<file path="config.mk">
export PLATFORM = sky130hd
export DESIGN_NAME = split_pulse_reg
export DESIGN_NICKNAME = d
export VERILOG_FILES = /design/src/rtl/split_pulse_reg.sv
export SDC_FILE = /design/constraint.sdc
export NUM_CORES = 1
export LEC_CHECK = 0
export ABC_AREA = 1
export BUFFER_PORTS_ARGS = -buffer_cell sky130_fd_sc_hd__buf_4
export CAP_MARGIN = 25
export CELL_PAD_IN_SITES_DETAIL_PLACEMENT = 0
export CELL_PAD_IN_SITES_GLOBAL_PLACEMENT = 2
export CORE_MARGIN = 2
export CORE_UTILIZATION = 30
export CTS_CLUSTER_DIAMETER = 150
export DETAILED_ROUTE_END_ITERATION = 7
export GPL_TIMING_DRIVEN = 0
export PLACE_DENSITY = 0.79
export SLEW_MARGIN = 25
export SYNTH_ARGS = -nofsm -noshare
export SYNTH_HDL_FRONTEND = slang
export SYNTH_SLANG_ARGS = --single-unit
export TNS_END_PERCENT = 50
</file>
<file path="constraint.sdc">
create_clock -name clk -period 1.85 [get_ports clk]
set_clock_uncertainty 0.15 [all_clocks]
set_input_delay 0.4625 -clock clk [delete_from_list [all_inputs] [get_ports clk]]
set_output_delay 0.4625 -clock clk [all_outputs]
set_load 0.02 [all_outputs]
</file>
<file path="src/rtl/split_pulse_reg.sv">
module split_pulse_reg #(
  parameter int STAGE_TICKS = 1,
  parameter int QD_LAG      = 4
) (
  input  logic clk,
  input  logic rst,
  input  logic ck,
  input  logic d,
  output logic q,
  output logic qd
);
  localparam int SPAN = 4 * STAGE_TICKS;
  localparam int PW   = $clog2(SPAN + 1);

  logic          ck_d, busy;
  logic [PW-1:0] ph;
  logic [QD_LAG-1:0] lag;
  logic          ck_fall, rise_win, fall_win, set_s, clr_s;

  assign ck_fall  = ck_d & ~ck;
  assign rise_win = busy && (ph < PW'(3 * STAGE_TICKS));
  assign fall_win = busy && (ph >= PW'(STAGE_TICKS));
  assign set_s    = rise_win & ~qd & d;
  assign clr_s    = fall_win & qd & ~d;
  assign qd       = lag[QD_LAG-1];

  always_ff @(posedge clk) begin
    if (rst) begin
      ck_d <= 1'b0;
      busy <= 1'b0;
      ph   <= '0;
      q    <= 1'b0;
    end else begin
      ck_d <= ck;
      if (ck_fall) begin
        busy <= 1'b1;
        ph   <= '0;
      end else if (busy) begin
        if (ph == PW'(SPAN - 1)) busy <= 1'b0;
        else                     ph   <= ph + PW'(1);
      end
      if (set_s)      q <= 1'b1;
      else if (clr_s) q <= 1'b0;
    end
  end

  always_ff @(posedge clk) begin
    if (rst) begin
      lag <= '0;
    end else begin
      lag[0] <= q;
      for (int i = 1; i < QD_LAG; i++) lag[i] <= lag[i-1];
    end
  end
endmodule

</file>
### Yosys cells after proc, flatten, opt, wreduce, memory -nomap -nowiden

Index checks and enable logic that the tools add are counted.

* add/sub/neg operators: 1
* multiply operators: 0
* divide/modulo/power cells: 0
* magnitude comparators: 2
* equality and inequality tests: 1
* shift operators: 0
* multiplexer cells: 5
* bitwise operators: 9
* reduce and logical (&&, ||, !) cells: 5

Operators with widths (number)
* 1-bit AND: 5
* 1-bit two-way mux: 5
* 1-bit inverter: 4
* 3-bit by 1-bit adder with 3-bit output (second input constant): 1
* 3-bit by 2-bit == test with 1-bit output (second input constant): 1
* 3-bit by 1-bit greater-or-equal comparator with 1-bit output (second input constant): 1
* 3-bit by 2-bit < comparator with 1-bit output (second input constant): 1
* 1-bit logical AND: 2
* 2-bit AND reduction: 1
* 2-bit nonzero test: 1
* 2-bit OR reduction: 1

* flip-flop bits (word level): 10
* latch bits: 0
* bits in writable memories: 0
* memory bits (read-only): 0
* output and inout bits: 2
* logic and storage cells: 28
* memories: 0

### Longest topological paths before layout

* depth in word-level cells: 6
* depth in mapped cells: 7

### Worst setup path after synthesis

Ideal clock, no wire load.

* path kind: register -> register
* start: register ph[0]
* end: register ph[0]
* setup time: 0.113 ns
* data arrival time: 1.056 ns
* data required time: 1.587 ns
* slack: 0.531 ns
* stages on the path, launching flop included: 7
* buffers on the path: 0
* clock period less this slack: 1.319 ns
* path through: dfxtp_1 -> ha_1 -> ha_1 -> nor2_8 -> nand2_1 -> nand2_1 -> nor2_1

* word-level cells in the longest chain between the ends: 3
* elaborated cells between the ends (all ways): 4
* classes of those cells: 1 x add/sub; 1 x eq/ne; 1 x bitwise; 1 x reduce/logical

Ends and longest elaborated chain
* start, declared: RTL line 16 `logic [PW-1:0] ph;`
* start signal, assigned: RTL line 40 `else ph <= ph + PW'(1);`
* branches (longest 3 deep; another with 3-bit by 1-bit adder with 3-bit output)

Several ways; the timed one is not identified.
A chain may end at the register's enable or synchronous reset.

### Worst setup path in the final report

Same ends and word-level chain as after synthesis.

==> qor.yml <==
status: "completed"
final-hold-violation-count: 0
power-per-cell-area_nw_per_um2: 784
netlist_area_um2: 459
fin_tns_setup_ps: 0
critPathArrivalTime_ps: 1400
post-cts-setup-buffer-count: 0
cts.clk_slew.worst_paths_ps: 60
fin_crit_sh: 0.755
post_synth_fa_ha_maj_area_fraction: 0.0817
crit_path_max_fanout: 7
startpoint_type: "flip-flop"
yosys.area_share.xor_xnor: 0
die_h_um: 43.1
timing.critical_path.to_type: "flip-flop"
cts-buffers-inserted: 3
synth.ff_latch_count: 10
num_vias: 330
dominant_combinational_cell_family_by_area_after_synthesis: "simple AND/OR/NAND/NOR gates"
compound_gate_portion_of_the_synthesized_area: 0.0545
synth_mux_area_frac: 0
synth_most_common_cell: "sky130_fd_sc_hd__nand2_1"
avgViaCountPerCell: 4.07
synth_sequential_area_ratio: 0.436
clock_tree.htree_level_count: 1
synth_cell_type_count: 12
synth_simple_gate_area_share: 0.322
gr-usage-all-layers: 0.0861
antennaDiodeCount: 0
async_flop_share: 0
maxSlewHeadroom: 0.865
drive_above_1_share: 0.231
design.portCount: 6
number_of_instances_in_the_synthesized_netlist: 58
syn-num-nets: 65
antenna_violating_nets_remaining: 0
dp_hpwl_um: 476
critPathKind: "flip-flop to flip-flop"
nNetsFinal: 74
routed_wirelength_um: 624
grt_pass1_wl_um: 1140
antenna_found_initial: 0
top_cell_types_by_occurrence_after_synthesis: "sky130_fd_sc_hd__nand2_1, sky130_fd_sc_hd__nor2_1, sky130_fd_sc_hd__dfxtp_1"
power.total_uw: 417
ff2ff_setup_slack_ps: 450
synth-main-ff-cell: "sky130_fd_sc_hd__dfxtp_1"
std_cell_rows: 14
floorplan.die_area_um2: 1860
avgRoutedWirePerCell_um: 7.70
final_core_util: 0.361
tightest_slew_ps: 202
globalRoute.totalOverflow: 0
timing.final.setup_violations: 0
clk-insertion-delay-late_ps: 260
cts_repair_resize_count: 0
crit_required_ps: 1860
yosys.area.top_type: "sky130_fd_sc_hd__dfxtp_1"
count_of_final_max_slew_check_failures: 0
postCtsHoldBufs: 0
drcViolationCount: 0
grt_max_degree: 9
peak_freq_mhz: 716
die-width_um: 43.1
synth_top_cell_area_share: 0.436
static-leakage-power_nw: 0.237
synth_area_leaders: "sky130_fd_sc_hd__dfxtp_1, sky130_fd_sc_hd__nand2_1, sky130_fd_sc_hd__nor2_1"
detailedRoute.firstIterationViolations: 6
ir_drop_v: 0.000335
cts_tree: "done"
io_buffers: 4
yosysWarnings: 0
holdCritPathClass: "input pin to flip-flop"
initial_utilization: 0.312
core_region_area_um2: 1470
fillCellCount: 166
timing.final.crit_period_ps: 1400
unrepaired_setup_endpoints_after_global_routing: "no"
flow.area_growth_from_synthesis_pct: 15.8
grt_pass1_vias: 295
maxCapViolations: 0
postSynthAreaPerCell_um2: 7.92
cts_root_buf: "sky130_fd_sc_hd__clkbuf_4"
maximum_buffer_depth_of_the_clock_tree: 2
first_pass_iters: 4
cts_num_sinks: 10
gp_congestion: 0.642
synth_enable_flop_cells: 0
-- metal layers --
| metal | global-route usage | up-vias | wire, µm |
|---|---|---|---|
| li1 | - | 183 | - |
| met1 | 0.109 | 138 | 329 |
| met2 | 0.107 | 7 | 252 |
| met3 | 0.0255 | 2 | 27 |
| met4 | 0.0909 | 0 | 15 |
| met5 | 0 | - | 0 |
-- worst paths after layout --
kind | start | end | cells past startpoint
worst max-delay path | ph[0] | ph[0] | 6
worst min-delay path | rst | busy | 2
worst max register to register | ph[0] | ph[0] | 6
worst min register to register | lag[1] | lag[2] | 2
-- state kept, by name (all words and copies together), names as in the netlist --
signal / cells
busy: 1
ph: 3
q: 1
lag: 4
ck_d: 1
-- area by class of cell --
type / instances / area (µm²) / share of cell area
multi-input combinational: 37 / 210 / 0.395
timing repair buffer: 4 / 30.0 / 0.0565
buffer: 1 / 11.3 / 0.0212
clock buffer: 3 / 22.5 / 0.0424
inverter: 10 / 37.5 / 0.0706
tap: 16 / 20.0 / 0.0376
sequential: 10 / 200 / 0.376
-- critical path, stage by stage (launching register included) --
cell and delay [ps]:
sky130_fd_sc_hd__dfxtp_1 360, sky130_fd_sc_hd__ha_1 220, sky130_fd_sc_hd__ha_1 240, sky130_fd_sc_hd__nor2_8 170, sky130_fd_sc_hd__nand2_1 70, sky130_fd_sc_hd__nand2_1 60, sky130_fd_sc_hd__nor2_1 30
-- report_power, final --
| part | internal, mW | total [mW] | switching, mW | leakage, nW |
|---|---|---|---|---|
| Combinational | 0.0199 | 0.0444 | 0.0245 | 0.142 |
| Clock | 0.0748 | 0.142 | 0.0669 | 0.0138 |
| Sequential | 0.223 | 0.230 | 0.00713 | 0.0814 |
| Total | 0.318 | 0.417 | 0.0986 | 0.237 |
-- cell usage in the layout (no fill, tap or decap) --
master,netlist,layout
sky130_fd_sc_hd__a21oi_2,1,1
sky130_fd_sc_hd__a21oi_4,1,1
sky130_fd_sc_hd__buf_4,0,4
sky130_fd_sc_hd__buf_6,1,1
sky130_fd_sc_hd__clkbuf_4,0,3
sky130_fd_sc_hd__dfxtp_1,10,10
sky130_fd_sc_hd__ha_1,3,3
sky130_fd_sc_hd__inv_1,8,8
sky130_fd_sc_hd__inv_2,2,2
sky130_fd_sc_hd__nand2_1,15,15
sky130_fd_sc_hd__nor2_1,14,14
sky130_fd_sc_hd__nor2_2,1,1
sky130_fd_sc_hd__nor2_8,1,1
sky130_fd_sc_hd__nor3b_2,1,1
-- kinds of logic after synthesis --
group / count (synthesis)
compound gates: 2
flops: 10
simple gates: 32
buf+inv: 11
fa+ha+maj: 3
-- metrics by stage --
step                worst slack (ps)  area (µm²)  hold WS, ps  cells
floorplan                        531         459          238     58
global placement                 453         509          241     78
detailed placement               454         509          246     78
CTS                              446         532          247     81
global route                     349         532          240     81
finish                           454         532          251     81
(Power assumes the default switching activity.)
